===== src/rtl/alloc_pkg.sv =====
package alloc_pkg;
    localparam int NUM_CTR = 10;
    localparam int CODE_W  = 8;
    localparam int IDX_W   = $clog2(NUM_CTR);

    typedef logic [NUM_CTR-1:0] ctr_mask_t;

    // Permitted counters for each event code.
    function automatic ctr_mask_t code_affinity(input logic [CODE_W-1:0] code);
        ctr_mask_t m;
        case (code)
            8'h02:                                 m = 10'b11_1111_1101;
            8'h8C:                                 m = 10'b00_1000_0010;
            8'h01, 8'h97, 8'h9A, 8'h9F:            m = 10'b00_1000_0000;
            8'h8D, 8'h8E, 8'h8F, 8'h90,
            8'h93, 8'h94, 8'h95, 8'h96,
            8'h98, 8'h99, 8'h9B, 8'h9C,
            8'hBF, 8'hC0, 8'hC1, 8'hC4,
            8'hC5, 8'hC6, 8'hC8, 8'hCA, 8'hCB:     m = 10'b00_1110_0000;
            8'hF5, 8'hF6, 8'hF7, 8'hFD:            m = 10'b00_0101_0100;
            8'hF8:                                 m = 10'b00_1111_1100;
            default:                               m = 10'b11_1111_1100;
        endcase
        return m;
    endfunction

    typedef struct packed {
        ctr_mask_t        used;
        logic             rsp_valid;
        logic             rsp_ok;
        logic [IDX_W-1:0] rsp_idx;
        logic             err;
    } alloc_state_t;
endpackage


===== src/rtl/affinity_lut.sv =====
module affinity_lut
    import alloc_pkg::*;
(
    input  logic [CODE_W-1:0] code,
    output ctr_mask_t         allowed
);
    always_comb allowed = code_affinity(code);
endmodule


===== src/rtl/pick_lowest.sv =====
module pick_lowest #(
    parameter int N   = 10,
    parameter int IW  = $clog2(N)
) (
    input  logic [N-1:0]  cand,
    output logic          found,
    output logic [IW-1:0] idx
);
    logic [N-1:0] below;   // some lower candidate exists
    logic [N-1:0] grant;

    assign below[0] = 1'b0;
    genvar g;
    generate
        for (g = 1; g < N; g++) begin : g_chain
            assign below[g] = below[g-1] | cand[g-1];
        end
    endgenerate

    assign grant = cand & ~below;
    assign found = |cand;

    always_comb begin
        idx = '0;
        for (int i = 0; i < N; i++)
            if (grant[i]) idx = IW'(i);
    end

    // at most one counter chosen
    always_comb a_single_grant_r8: assert ($onehot0(grant));
endmodule


===== src/rtl/counter_alloc.sv =====
module counter_alloc
    import alloc_pkg::*;
(
    input  logic              clk,
    input  logic              rst_n,
    input  logic              alloc_valid,
    output logic              alloc_ready,
    input  logic [CODE_W-1:0] alloc_code,
    input  logic              rel_valid,
    output logic              rel_ready,
    input  logic [IDX_W-1:0]  rel_idx,
    output logic              rsp_valid,
    input  logic              rsp_ready,
    output logic              rsp_ok,
    output logic [IDX_W-1:0]  rsp_idx,
    output logic [NUM_CTR-1:0] used_mask,
    output logic              rel_err
);
    alloc_state_t st_q, st_d;

    ctr_mask_t        aff_mask, rel_bit, used_rel, cand;
    logic             alloc_fire, rel_ok, pick_found;
    logic [IDX_W-1:0] pick_idx;

    affinity_lut u_lut (.code(alloc_code), .allowed(aff_mask));

    pick_lowest #(.N(NUM_CTR), .IW(IDX_W)) u_pick (
        .cand(cand), .found(pick_found), .idx(pick_idx)
    );

    assign rel_ready   = 1'b1;
    assign alloc_ready = !st_q.rsp_valid || rsp_ready;
    assign alloc_fire  = alloc_valid && alloc_ready;

    always_comb begin
        rel_ok   = (32'(rel_idx) < NUM_CTR) && ((st_q.used >> rel_idx) & ctr_mask_t'(1)) != '0;
        rel_bit  = (rel_valid && rel_ok) ? (ctr_mask_t'(1) << rel_idx) : '0;
        used_rel = st_q.used & ~rel_bit;        // release applied first
        cand     = aff_mask & ~used_rel;

        st_d      = st_q;
        st_d.used = used_rel;
        if (rel_valid && !rel_ok) st_d.err = 1'b1;
        if (st_q.rsp_valid && rsp_ready) st_d.rsp_valid = 1'b0;
        if (alloc_fire) begin
            st_d.rsp_valid = 1'b1;
            st_d.rsp_ok    = pick_found;
            st_d.rsp_idx   = pick_found ? pick_idx : '0;
            if (pick_found) st_d.used = used_rel | (ctr_mask_t'(1) << pick_idx);
        end
    end

    always_ff @(posedge clk) begin
        if (!rst_n) st_q <= '0;
        else        st_q <= st_d;
    end

    assign rsp_valid = st_q.rsp_valid;
    assign rsp_ok    = st_q.rsp_ok;
    assign rsp_idx   = st_q.rsp_idx;
    assign used_mask = st_q.used;
    assign rel_err   = st_q.err;

    // a grant lies inside the permitted set and is then marked used
    p_grant_allowed_r8: assert property (@(posedge clk) disable iff (!rst_n)
        alloc_fire |=> (!st_q.rsp_ok ||
            ((($past(aff_mask) >> st_q.rsp_idx) & ctr_mask_t'(1)) != '0 &&
             ((st_q.used >> st_q.rsp_idx) & ctr_mask_t'(1)) != '0)));
    // failed allocation without release leaves the mask alone
    p_fail_keeps_mask_r9: assert property (@(posedge clk) disable iff (!rst_n)
        (alloc_fire && !rel_valid) |=> (st_q.rsp_ok || st_q.used == $past(st_q.used)));
    // held response stays stable
    p_rsp_hold_r11: assert property (@(posedge clk) disable iff (!rst_n)
        (st_q.rsp_valid && !rsp_ready) |=> (st_q.rsp_valid && $stable(st_q.rsp_idx) && $stable(st_q.rsp_ok)));
    // error flag is sticky
    p_err_sticky_r13: assert property (@(posedge clk) disable iff (!rst_n)
        st_q.err |=> st_q.err);
    // index always in range
    p_idx_range_r8: assert property (@(posedge clk) disable iff (!rst_n)
        st_q.rsp_valid |-> (32'(st_q.rsp_idx) < NUM_CTR));
endmodule


===== config.mk =====
export PLATFORM = sky130hd
export DESIGN_NAME = counter_alloc
export DESIGN_NICKNAME = d
export VERILOG_FILES = /design/src/rtl/alloc_pkg.sv /design/src/rtl/affinity_lut.sv /design/src/rtl/pick_lowest.sv /design/src/rtl/counter_alloc.sv
export SDC_FILE = /design/constraint.sdc
export NUM_CORES = 1
export LEC_CHECK = 0
export ABC_AREA = 1
export BUFFER_PORTS_ARGS = -buffer_cell sky130_fd_sc_hd__buf_4
export CORE_UTILIZATION = 45
export DETAILED_ROUTE_END_ITERATION = 8
export GPL_TIMING_DRIVEN = 0
export PLACE_DENSITY = 0.68
export SLEW_MARGIN = 0
export SYNTH_ARGS = -nofsm -noshare
export SYNTH_HDL_FRONTEND = slang
export SYNTH_SLANG_ARGS = --single-unit

===== constraint.sdc =====
create_clock -name clk -period 4.9 [get_ports clk]
set_input_delay 0.735 -clock clk [delete_from_list [all_inputs] [get_ports clk]]
set_output_delay 0.735 -clock clk [all_outputs]
set_load 0.05 [all_outputs]

## After elaboration in Yosys (flattened, before gate mapping)

Index checks and enable logic that the tools add are counted.

- Bitwise gates (word level): 15
- Muxes and demuxes: 15
- Reduce and logical (&&, ||, !) cells: 13
- Equality and inequality tests: 32
- $lt $le $gt $ge: 1
- Shift-type cells: 3

Operators by type and width:

| kind | count |
|---|---|
| 8-bit equality test (second input constant) | 30 |
| 10-bit one-hot mux with 6 select lines | 1 |
| 4-bit 2-to-1 mux | 9 |
| 10-bit bitwise AND | 3 |
| 10-bit NOT | 3 |
| 21-bit OR reduction | 1 |
| 10-bit 2-to-1 mux | 2 |
| 1-bit by 4-bit << shifter with 10-bit output (first input constant) | 2 |
| 16-bit 2-to-1 mux | 1 |
| 10-bit OR | 1 |
| 10-bit OR reduction | 1 |
| 10-bit by 4-bit >> shifter with 1-bit output | 1 |
| 8-bit by 1-bit equality test with 1-bit output (second input constant) | 1 |
| 8-bit by 2-bit equality test with 1-bit output (second input constant) | 1 |
| 1-bit OR | 8 |
| 4-bit OR reduction | 2 |
| 1-bit logical AND | 5 |
| 4-bit < comparator (second input constant) | 1 |
| 1-bit logical NOT | 2 |
| 1-bit 2-to-1 mux | 2 |
| 2-bit nonzero test | 1 |
| 1-bit logical OR | 1 |

- Input bits: 17
- Flip-flop bits (word level): 17

## Depth between registers and ports, before layout

Gate-level depths: netlist of the first run.

- Depth after elaboration: 31
- Depth in mapped cells: 19

## By module

A second synthesis of the first run with hierarchy kept.

- Cell total of the unflattened synthesis: 267
- Area, all modules: 1605.3 µm²

Modules (own cells, without submodules):

| module | times used | cells an instance | area an instance (µm²) |
|---|---|---|---|
| counter_alloc | 1 | 152 | 1063.5 |
| affinity_lut | 1 | 86 | 395.4 |
| pick_lowest | 1 | 29 | 146.4 |

## Worst setup path before layout of the first run

OpenSTA, ideal clock, no wires.

- Path type: input -> register
- From: input rel_idx[3]
- To: register st_q, in the netlist used_mask[0]
- Library setup time: 0.128 ns
- Buffers on the path: 1
- Setup slack: 2.575 ns
- Stages: 17
- Arrival time: 2.197 ns
- Required time: 4.772 ns
- Path through: buf_2 -> nor2_1 -> nand3_1 -> nor2_2 -> nor2_4 -> nand4_1 -> nand2_1 -> nand2_1 -> nand2_4 -> nor2_8 -> nand2_2 -> nand3_2 -> clkinv_1 -> nand2_1 -> nor2_1 -> nor2_1 -> nor2_1

- Word-level cells in the longest chain between the ends: 23

RTL lines:

| what | RTL line | text |
|---|---|---|
| from (decl) | counter_alloc.sv:11 | `input logic [IDX_W-1:0] rel_idx,` |
| 4-bit < comparator or 10-bit by 4-bit >> shifter with 1-bit output (tied branches) | counter_alloc.sv:36 | `rel_ok = (32'(rel_idx) < NUM_CTR) && ((st_q.used >> rel_idx) & ctr_mask_t'(1)) != '0;` |
| 1-bit logical AND | counter_alloc.sv:36 |  |
| 1-bit logical AND | counter_alloc.sv:37 | `rel_bit = (rel_valid && rel_ok) ? (ctr_mask_t'(1) << rel_idx) : '0;` |
| 10-bit 2-to-1 mux * | counter_alloc.sv:37 |  |
| 10-bit NOT * | counter_alloc.sv:38 | `used_rel = st_q.used & ~rel_bit;` |
| 10-bit bitwise AND * | counter_alloc.sv:38 |  |
| 10-bit NOT | counter_alloc.sv:39 | `cand = aff_mask & ~used_rel;` |
| 10-bit bitwise AND | counter_alloc.sv:39 |  |
| [2 not listed] | n/a |  |
| 1-bit 2-to-1 mux (tied with other cells) | pick_lowest.sv:26 | `if (grant[i]) idx = IW'(i);` |
| 4-bit 2-to-1 mux (tied with other cells) (6 in a row) | pick_lowest.sv:26 |  |
| 4-bit 2-to-1 mux or 10-bit bitwise AND (tied branches) | pick_lowest.sv:26, pick_lowest.sv:20 |  |
| 4-bit 2-to-1 mux | pick_lowest.sv:26 |  |
| 1-bit by 4-bit << shifter with 10-bit output | counter_alloc.sv:49 | `if (pick_found) st_d.used = used_rel \| (ctr_mask_t'(1) << pick_idx);` |
| 10-bit OR | counter_alloc.sv:49 |  |
| 10-bit 2-to-1 mux | counter_alloc.sv:49 |  |
| 16-bit 2-to-1 mux * | counter_alloc.sv:45 | `if (alloc_fire) begin` |
| to (signal assigned) | counter_alloc.sv:55 | `else st_q <= st_d;` |
| to (decl) | counter_alloc.sv:19 | `alloc_state_t st_q, st_d;` |

Every way passes the cells marked *; elsewhere a longest branch is shown, timed or not.
A chain may end at the register's enable or synchronous reset.

## Final worst setup path of the first run

- From: input alloc_code[6]
- To: register st_q, in the netlist used_mask[0]

- Word-level cells in the longest chain between the ends: 19

RTL lines:

| what | RTL line | text |
|---|---|---|
| from (decl) | counter_alloc.sv:8 | `input logic [CODE_W-1:0] alloc_code,` |
| 8-bit equality test or 8-bit by 1-bit equality test with 1-bit output (tied branches) | alloc_pkg.sv:11 | `case (code)` |
| 21-bit OR reduction or 4-bit OR reduction (tied branches) | alloc_pkg.sv:11 |  |
| 10-bit one-hot mux with 6 select lines * | alloc_pkg.sv:11 |  |
| 10-bit bitwise AND * | counter_alloc.sv:39 |  |
| 10-bit NOT or 1-bit OR (tied branches) | pick_lowest.sv:20, pick_lowest.sv:16 |  |
| 10-bit bitwise AND (tied with other cells) | pick_lowest.sv:20 | `assign grant = cand & ~below;` |
| 1-bit 2-to-1 mux (tied with other cells) | pick_lowest.sv:26 |  |
| 4-bit 2-to-1 mux (tied with other cells) (6 in a row) | pick_lowest.sv:26 |  |
| 4-bit 2-to-1 mux or 10-bit bitwise AND (tied branches) | pick_lowest.sv:26, pick_lowest.sv:20 |  |
| 4-bit 2-to-1 mux | pick_lowest.sv:26 |  |
| 1-bit by 4-bit << shifter with 10-bit output | counter_alloc.sv:49 |  |
| 10-bit OR | counter_alloc.sv:49 |  |
| 10-bit 2-to-1 mux * | counter_alloc.sv:49 |  |
| 16-bit 2-to-1 mux * | counter_alloc.sv:45 |  |

Marked as above.

==> flow_metrics.py, run 1 <==
metrics = {
    "setup_path": {
        "worstPathArrival_ns": 2.57,
        "worstRegToRegCells": 15,
        "crit_path_max_incr_delay_ns": 0.35,
        "cp_top_family": "simple AND/OR/NAND/NOR gates",
        "cp-start-kind": "input port",
        "cp_num_buf_inv": 2,
        "critPathKind": "in -> reg",
        "reg2reg_from": "used_mask[5]",
        "crit_chain": "buf_4, inv_1, nand2_1, nor3_1, a21oi_1, nand4_1, nand2_1, nand2_1, nand2_4, nor2_8, nand3_1, nand4_1, nor2_1, nor2_1, nor2_1",
        "ff2ff_setup_slack_ns": 2.89,
        "required_ns": 5.07,
        "path_max_fanout": 7,
        "crit_path_end_kind": "register",
        "crit_path_top_delay_cell": "nor3_1",
        "reg2reg_to": "used_mask[0]",
    },
    "yosys": {
        "yosysTopAreaCellShare_pct": 21.3,
        "yosys_warnings": 0,
        "synthCells": 286,
        "synth_seq_area_share_pct": 21.3,
        "syn_nets": 303,
        "netlist_area_um2": 1600,
        "synth_area_leader_cell": "dfxtp_1",
        "synthTopCellsByCount": "nand2_1 (88), nor2_1 (41), inv_1 (38)",
        "avgSynthCellArea_um2": 5.58,
        "yosys-top-cells-area": "dfxtp_1 (21%), nand2_1 (21%), nor2_1 (9.6%)",
        "synth.distinct_cells": 30,
        "ys.flop_type": "dfxtp_1",
        "async_reset_ff_share_pct": 0,
        "synth_edf_count": 0,
        "synth.most_common_cell": "nand2_1",
        "synth_seq_cells": 17,
    },
    "final_layout": {
        "nets": 339,
        "syn2layout_area_growth_pct": 19.9,
        "multi_input_area_um2": 1050,
        "fill_cells": 378,
        "seqCellArea_um2": 340,
        "final_area_um2": 1910,
        "finalNonFillerCells": 367,
        "antenna_cells": 0,
        "drive_gt1_share_pct": 22.1,
    },
    "power_and_ir_drop": {
        "p_leak_nw": 1.05,
        "irDropWorstVdd_mv": 0.0934,
        "power_density_nw_per_um2": 182,
    },
    "floorplanning": {
        "placementRows": 21,
        "placeableCoreArea_um2": 3360,
        "die_area_um2": 3790,
        "die_h_um": 61.5,
        "ios": 36,
        "die_w_um": 61.5,
        "initial_core_util_pct": 47.4,
    },
    "placement": {
        "portBuffers": 31,
        "placed_cells": 363,
        "place.gp.congestion": 0.901,
        "dp_hpwl_mm": 3.27,
        "place_area_um2": 1890,
    },
    "hold_path": {
        "hp-start": "rsp_ok",
        "hold_end": "rsp_ok",
        "whs_path_depth": 2,
        "hold_class": "reg -> reg",
    },
    "clock_tree": {
        "clkTransAtPathRegs_ns": 0.11,
        "post_cts_buffers": 0,
        "numCtsBuffers": 3,
        "clockBufferDepth": 2,
        "cts_resized": 0,
        "holdBufCountCts": 0,
        "cts.htree.levels": 1,
        "cts_sinks": 17,
        "clkLatencyLatePin_ns": 0.30,
        "cts-root-buf": "clkbuf_4",
        "cts_tree": "done",
    },
    "timing": {
        "finalCriticalPeriod_ns": 2.40,
        "period_share_pct": 49.0,
        "final_hold_viol_count": 0,
        "final-setup-viol-count": 0,
        "rsz0062_at_grt": "no",
        "fmax_mhz": 417,
        "skew_ns": 0.0132,
        "finalSetupTns_ns": 0,
        "slew_viol_final": 0,
    },
    "detailed_routing": {
        "route.detailed.drc": 0,
        "avgRoutedWirePerCell_um": 10.8,
        "dr.pass1.iters": 4,
        "totalWireLength_mm": 3.95,
        "vias": 1793,
        "antenna_left": 0,
        "vias_per_cell": 4.89,
        "detail_route.iter0.violations": 71,
    },
    "global_route": {
        "grt_max_degree": 11,
        "first_global_vias": 1543,
        "grt_util_all_layers_pct": 22.9,
        "grt_pass1_wl_mm": 6.48,
        "antenna_found_initial": 0,
        "grt_overflow": 0,
    },
    "status": {
        "status": "completed",
    },
    "run": {
        "cap_violations": 0,
    },
}
layout make-up:
type                    count  share of cell area [%]
multi-input cells         217                    55.0
flip-flops and latches     17                    17.8
repair buffers             31                    12.2
inverters                  46                    9.03
well taps                  46                    3.01
plain buffers               6                    1.57
clock buffers               3                    1.18
clock inverters             1                   0.262
cell usage in the layout, fill, tap and decap left out:
cell type,synthesis,layout
nor3_1,4,4
o21ai_0,7,7
dfxtp_1,17,17
nor2_8,1,1
o41ai_1,1,1
o21a_1,1,1
or2_1,1,1
clkbuf_4,0,3
buf_2,3,3
a41oi_1,1,1
nand2_2,9,9
nand3_1,21,21
nand2_1,88,88
buf_4,1,32
nor2_2,4,4
o211ai_1,2,2
nand2_4,4,4
nand4_1,10,10
nand3_2,3,3
nor2_1,41,41
o31ai_1,2,2
inv_2,7,7
conb_1,1,1
inv_1,38,38
a32oi_1,1,1
a21oi_1,10,10
nor2_4,2,2
clkinv_2,0,1
clkbuf_1,2,2
o21ai_2,2,2
o21ai_1,1,1
clkinv_1,1,1
worst reg2reg max path, delay by kind of cell, from the launching register on:
family | cells | cell delay (ns)
flip-flops | 1 | 0.40
AND/OR/NAND/NOR | 14 | 1.22
AO/OA/AOI/OAI | 1 | 0.25
state kept, by name (all words and copies together) (netlist names):
name	cells
rsp_ok	1
rel_err	1
used_mask	10
rsp_idx	4
rsp_valid	1
routing by layer:
metal | share of wire (%) | wire length [um] | vias to the layer above | GRT usage [%]
met5 | 0 | 0 | - | 0
met4 | 1.8 | 73 | 0 | 7.30
met1 | 47 | 1840 | 770 | 28.6
met3 | 3.7 | 145 | 6 | 2.52
li1 | - | - | 974 | -
met2 | 48 | 1890 | 43 | 40.7
logic make-up after synthesis:
family                 Yosys count  synth area share [%]
and+or+nand+nor                188                  55.0
buffers and inverters           52                  12.7
DFF                             17                  21.3
other                            1                 0.235
AOI/OAI and AO/OA               28                  10.7
report_power, final:
part | switching (mW) | total, mW | leakage [nW] | internal [mW]
clock network | 0.0477 | 0.0782 | 0.0177 | 0.0304
logic | 0.0838 | 0.122 | 0.897 | 0.0381
registers | 0.00358 | 0.147 | 0.139 | 0.144
total | 0.135 | 0.347 | 1.05 | 0.212
metrics by stage:
step | hold slack [ns] | worst slack [ns] | utilization (%) | power, mW
floorplan | 0.686 | 2.58 | - | 0.236
global placement | 0.461 | 2.21 | 56.1 | 0.271
detailed placement | 0.454 | 2.21 | 56.1 | 0.272
CTS | 0.478 | 2.52 | 56.9 | 0.347
global route | 0.499 | 2.28 | 56.9 | 0.369
finish | 0.476 | 2.50 | 56.9 | 0.347
worst max-delay path by stage:
stage,from,end,slack [ns],cells past startpoint
floorplan,rel_idx[3],used_mask[0],2.58,17
global placement,alloc_code[6],used_mask[0],2.21,15
detailed placement,alloc_code[6],used_mask[0],2.21,15
CTS,alloc_code[6],used_mask[0],2.52,15
global route,rel_idx[1],used_mask[0],2.28,16
finish,alloc_code[6],used_mask[0],2.50,15
Power figures use the tool's default switching activity.
==> inputs of run 2 (changes only) <==
--- a/config.mk
+++ b/config.mk
@@ -5,12 +5,12 @@
 export SDC_FILE = /design/constraint.sdc
 export NUM_CORES = 1
 export LEC_CHECK = 0
-export ABC_AREA = 1
+export ABC_AREA = 0
 export BUFFER_PORTS_ARGS = -buffer_cell sky130_fd_sc_hd__buf_4
 export CORE_UTILIZATION = 45
 export DETAILED_ROUTE_END_ITERATION = 8
 export GPL_TIMING_DRIVEN = 0
-export PLACE_DENSITY = 0.68
+export PLACE_DENSITY = 0.73
 export SLEW_MARGIN = 0
 export SYNTH_ARGS = -nofsm -noshare
 export SYNTH_HDL_FRONTEND = slang
==> constraint.sdc (replaced) <==
create_clock -name clk -period 2.09 [get_ports clk]
set_input_delay 0.3135 -clock clk [delete_from_list [all_inputs] [get_ports clk]]
set_output_delay 0.3135 -clock clk [all_outputs]
set_load 0.05 [all_outputs]
==> flow_metrics.py, run 2 <==
metrics = {
    "global_route": {
        "grt_max_degree": 12,
        "grt_pass1_wl_mm": 6.87,
        "first_global_vias": 1503,
        "grt_util_all_layers_pct": 26.8,
        "antenna_found_initial": 0,
        "grt_overflow": 0,
    },
    "yosys": {
        "synth_seq_area_share_pct": 25.2,
        "ys.flop_type": "dfxtp_1",
        "yosys-top-cells-area": "dfxtp_1 (25%), nand2_1 (4.7%), a21oi_1 (4.1%)",
        "synth-xor-area-share_pct": 0,
        "yosys_warnings": 0,
        "synth_edf_count": 0,
        "syn_nets": 182,
        "async_reset_ff_share_pct": 0,
        "netlist_area_um2": 1350,
        "yosysTopAreaCellShare_pct": 25.2,
        "synth_seq_cells": 17,
        "synth-compound-area-share_pct": 30.0,
        "synth.distinct_cells": 59,
        "synthCells": 165,
        "yosys.area_share.simple_pct": 34.0,
        "synthAdderAreaFrac_pct": 0,
        "synth_top_family_by_area": "simple AND/OR/NAND/NOR gates",
        "synth_area_leader_cell": "dfxtp_1",
        "synthTopCellsByCount": "dfxtp_1 (17), nand2_1 (17), a21oi_1 (11), nor2_1 (11)",
        "muxShareOfSynthArea_pct": 4.90,
        "avgSynthCellArea_um2": 8.20,
    },
    "final_layout": {
        "final_area_um2": 2090,
        "fill_cells": 188,
        "syn2layout_area_growth_pct": 54.3,
        "final_cell_mix": "buf_4 (44), dfxtp_1 (17), nand2_1 (16)",
        "seqCellArea_um2": 340,
        "antenna_cells": 0,
        "largest_reg_flops": 10,
        "layout_commonest_cell": "buf_4",
        "multi_input_area_um2": 1200,
        "drive_gt1_share_pct": 48.4,
        "nets": 235,
        "utilization_pct": 74.4,
    },
    "timing": {
        "finalCriticalPeriod_ns": 2.32,
        "slew_viol_final": 0,
        "fin_ws_ns": -0.225,
        "period_share_pct": 111,
        "finalSetupTns_ns": -2.21,
        "fmax_mhz": 432,
        "final-setup-viol-count": 14,
        "skew_ns": 0.0131,
        "tightest_slew_ns": 0.671,
        "final_hold_viol_count": 0,
        "max_slew_margin_pct": 54.7,
        "rsz0062_at_grt": "yes",
    },
    "clock_tree": {
        "cts_tree": "done",
        "numCtsBuffers": 3,
        "clockBufferDepth": 2,
        "cts-root-buf": "clkbuf_4",
        "clkLatencyLatePin_ns": 0.31,
        "clkTransAtPathRegs_ns": 0.12,
        "cts.htree.levels": 1,
        "cts_sinks": 17,
    },
    "status": {
        "status": "finished, violations left",
        "violations": "DRC, setup timing",
    },
    "setup_path": {
        "cp-start-kind": "input port",
        "ff2ff_setup_slack_ns": 0.01,
        "crit_path_end_kind": "register",
        "worstPathArrival_ns": 2.56,
        "critPathKind": "in -> reg",
        "worstRegToRegCells": 8,
        "required_ns": 2.33,
        "path_max_fanout": 6,
    },
    "placement": {
        "place_area_um2": 1660,
        "dp_hpwl_mm": 2.67,
        "portBuffers": 31,
        "pre_cts_ws_ns": -0.668,
        "place.gp.congestion": 0.902,
    },
    "floorplanning": {
        "initial_core_util_pct": 48.2,
        "ios": 36,
        "die_area_um2": 3230,
        "placeableCoreArea_um2": 2810,
        "die_h_um": 56.8,
        "die_w_um": 56.8,
        "placementRows": 19,
    },
    "detailed_routing": {
        "dr.pass1.iters": 6,
        "detail_route.iter0.violations": 110,
        "avgRoutedWirePerCell_um": 19.1,
        "vias": 1643,
        "route.detailed.drc": 2,
        "vias_per_cell": 6.63,
        "totalWireLength_mm": 4.74,
        "antenna_left": 0,
    },
    "power_and_ir_drop": {
        "p_leak_nw": 0.823,
        "power_density_nw_per_um2": 458,
        "irDropWorstVdd_mv": 0.396,
    },
    "run": {
        "cap_violations": 0,
    },
    "hold_path": {
        "hold_class": "in -> reg",
        "whs_path_depth": 3,
    },
}
## run 2: cells by family after synthesis
kind of cell	count (synthesis)
buf+inv	14
simple gates	74
compound gates	55
flops	17
mux	4
other cells	1
## run 2: per-stage QoR
stage                     total power, mW  std cells  hold slack (ns)
final                               0.956        248            0.245
after global routing                0.994        248            0.257
after CTS                           0.917        245            0.255
after detailed placement            0.676        227            0.437
after global placement              0.670        227            0.433
after floorplan                     0.583        165            0.443
## run 2: power breakdown
group / switching [mW] / leakage, nW / internal, mW
sequential: 0.0104 / 0.139 / 0.341
combinational: 0.245 / 0.670 / 0.167
clock: 0.119 / 0.0139 / 0.0731
total: 0.375 / 0.823 / 0.581
## run 2: timing repair
action / in CTS / in global routing
hold buffers: 0 / 0
cloned: 1 / 0
resized for setup: 40 / 14
setup buffers: 13 / 3
pin swaps: 5 / 8
setup endpoints to repair: 15 / 15
## run 2: final cells by class
class                      count  area share (%)
multi-input combinational    134            57.4
timing repair buffer          48            18.4
sequential                    17            16.3
buffer                         9            3.66
tap                           31            1.86
clock buffer                   3            1.08
inverter                       5           0.899
clock inverter                 1           0.360
## run 2: path summary, 6_finish.rpt
check / from / end
worst min-delay path: alloc_valid / rsp_valid
worst max-delay path: alloc_code[2] / used_mask[6]
worst max register to register: used_mask[1] / used_mask[6]
worst min register to register: rel_err / rel_err
## run 2: critical path: stages
cell	delay, ns
buf_8	0.10
buf_8	0.12
or4b_4	0.53
o32a_1	0.19
o21a_1	0.18
o31a_4	0.14
o211ai_1	0.35
buf_4	0.19
nor3_4	0.05
or2_4	0.27
o22ai_2	0.12
## run 2: per-layer routing
| metal | share of wire (%) | up-vias | track usage, % |
|---|---|---|---|
| met5 | 0 | - | 0 |
| met4 | 3.1 | 0 | 7.32 |
| met3 | 7.3 | 24 | 6.45 |
| met2 | 48 | 90 | 44.2 |
| met1 | 42 | 783 | 34.9 |
| li1 | - | 746 | - |
==> inputs of run 3 (changes only) <==
--- a/config.mk
+++ b/config.mk
@@ -9,8 +9,9 @@
 export BUFFER_PORTS_ARGS = -buffer_cell sky130_fd_sc_hd__buf_4
 export CORE_UTILIZATION = 45
 export DETAILED_ROUTE_END_ITERATION = 8
-export GPL_TIMING_DRIVEN = 0
+export GPL_TIMING_DRIVEN = 1
 export PLACE_DENSITY = 0.73
+export SETUP_SLACK_MARGIN = 0.15
 export SLEW_MARGIN = 0
 export SYNTH_ARGS = -nofsm -noshare
 export SYNTH_HDL_FRONTEND = slang
==> flow_metrics.py, run 3 (same netlist as run 2, synthesis figures left out) <==
metrics = {
    "status": {
        "status": "finished, violations left",
        "violations": "DRC, setup timing",
    },
    "clock_tree": {
        "cts_sinks": 17,
        "clkLatencyLatePin_ns": 0.30,
        "numCtsBuffers": 3,
        "cts.htree.levels": 1,
        "clkTransAtPathRegs_ns": 0.11,
        "holdBufCountCts": 0,
        "clockBufferDepth": 2,
        "cts_tree": "done",
        "cts-root-buf": "clkbuf_4",
    },
    "detailed_routing": {
        "vias": 1802,
        "vias_per_cell": 6.46,
        "totalWireLength_mm": 5.44,
        "avgRoutedWirePerCell_um": 19.5,
        "maxUsedRoutingLayer": "met4",
        "dr_wl_met2_mm": 2.61,
        "antenna_left": 0,
        "dr.pass1.iters": 6,
        "route.detailed.drc": 2,
        "route.met3.wl_um": 454,
        "detail_route.iter0.violations": 135,
        "wl_met1_mm": 2.21,
    },
    "setup_path": {
        "path_common_cell": "buf_4",
        "cp_num_buf_inv": 3,
        "crit_path_max_incr_delay_ns": 0.40,
        "required_ns": 2.31,
        "worstPathArrival_ns": 2.61,
        "crit_chain": "buf_4, buf_4, or3_4, a211o_1, nand3_4, o31a_4, o211ai_1, buf_4, nor4b_4, nand2b_1, o22ai_1",
        "cp_top_family": "simple AND/OR/NAND/NOR gates",
        "path_max_fanout": 6,
        "ff2ff_setup_slack_ns": -0.04,
        "crit_path_end_kind": "register",
        "crit_path_top_delay_cell": "or3_4",
        "critPathKind": "in -> reg",
        "cp-start-kind": "input port",
    },
    "final_layout": {
        "layout_commonest_cell": "buf_4",
        "utilization_pct": 83.6,
        "finalNonFillerCells": 279,
        "nets": 266,
        "largest_reg_flops": 10,
        "drive_gt1_share_pct": 57.3,
        "syn2layout_area_growth_pct": 73.5,
        "final_area_um2": 2350,
        "antenna_cells": 0,
        "fill_cells": 160,
        "final_cell_mix": "buf_4 (80), dfxtp_1 (17), nand2_1 (15)",
    },
    "timing": {
        "finalCriticalPeriod_ns": 2.39,
        "fmax_mhz": 419,
        "rsz0062_at_grt": "yes",
        "max_slew_margin_pct": 60.0,
        "period_share_pct": 114,
        "tightest_slew_ns": 0.600,
        "slew_viol_final": 0,
        "final_hold_viol_count": 0,
        "fin_ws_ns": -0.299,
        "final-setup-viol-count": 15,
        "skew_ns": 0.00415,
        "fin_hold_ws_ns": 0.250,
    },
    "placement": {
        "dp_hpwl_mm": 3.30,
        "portBuffers": 34,
        "place.gp.congestion": 0.997,
        "placed_cells": 262,
        "place_area_um2": 1920,
    },
    "run": {
        "cap_violations": 0,
    },
    "global_route": {
        "antenna_found_initial": 0,
        "grt_util_all_layers_pct": 29.7,
        "grt_overflow": 0,
        "grt_pass1_wl_mm": 7.50,
        "first_global_vias": 1620,
        "grt_max_degree": 15,
    },
    "floorplanning": {
        "initial_core_util_pct": 48.2,
        "die_h_um": 56.8,
        "placementRows": 19,
        "placeableCoreArea_um2": 2810,
        "die_w_um": 56.8,
        "die_area_um2": 3230,
        "ios": 36,
    },
    "power_and_ir_drop": {
        "irDropWorstVdd_mv": 0.474,
        "power_density_nw_per_um2": 435,
        "p_leak_nw": 0.981,
        "power_mw": 1.02,
    },
    "hold_path": {
        "hold_class": "in -> reg",
    },
}
run 3: changes by cell type in the layout (fill, tap and decap cells not counted), sizes merged:
cell and change:
clkbuf -2, buf +33
run 3: repair_timing:
item | 4_1_cts | 5_1_grt
resized for setup | 31 | 23
gates cloned | 0 | 1
setup buffers | 4 | 8
endpoints found under the setup margin | 15 | 15
pin swaps | 17 | 16
run 3: worst register-to-register path: cells and delay by family (launching register included):
family / cells / cell delay (ns)
AO/OA/AOI/OAI: 3 / 0.60
buffers and inverters: 1 / 0.14
flip-flops: 1 / 0.36
multiplexers: 1 / 0.31
AND/OR/NAND/NOR: 4 / 0.63
run 3: path summary, 6_finish.rpt:
path                               startpoint      endpoint  cells after the start
worst min-delay path              alloc_valid     rsp_valid                      3
worst min register to register        rel_err       rel_err                      2
worst max register to register   used_mask[9]  used_mask[7]                      9
worst max-delay path            alloc_code[4]  used_mask[7]                     11
run 3: per-stage QoR:
stage	setup TNS, ns	setup WS (ns)
after floorplan	-1.83	-0.197
final	-2.49	-0.299
after global routing	-3.11	-0.327
after detailed placement	-7.49	-0.561
after CTS	-1.47	-0.162
after global placement	-7.71	-0.620
run 3: power breakdown:
part           leakage (nW)  switching [mW]  internal (mW)
sequential            0.139          0.0116          0.341
combinational         0.829           0.264          0.215
clock                0.0139           0.116         0.0731
run 3: final cells by class:
class / instances / area, um2 / area share, %
clock inverters: 1 / 7.51 / 0.320
multi-input cells: 134 / 1200 / 51.3
inverters: 5 / 18.8 / 0.800
well taps: 31 / 38.8 / 1.65
flip-flops and latches: 17 / 340 / 14.5
repair buffers: 88 / 716 / 30.5
clock buffers: 3 / 22.5 / 0.960
run 3: metal layers:
layer  vias up  track usage, %
met5         -               0
met4         0            6.27
met3        21            5.07
met2       108            48.8
met1       864            40.8
li1        809               -
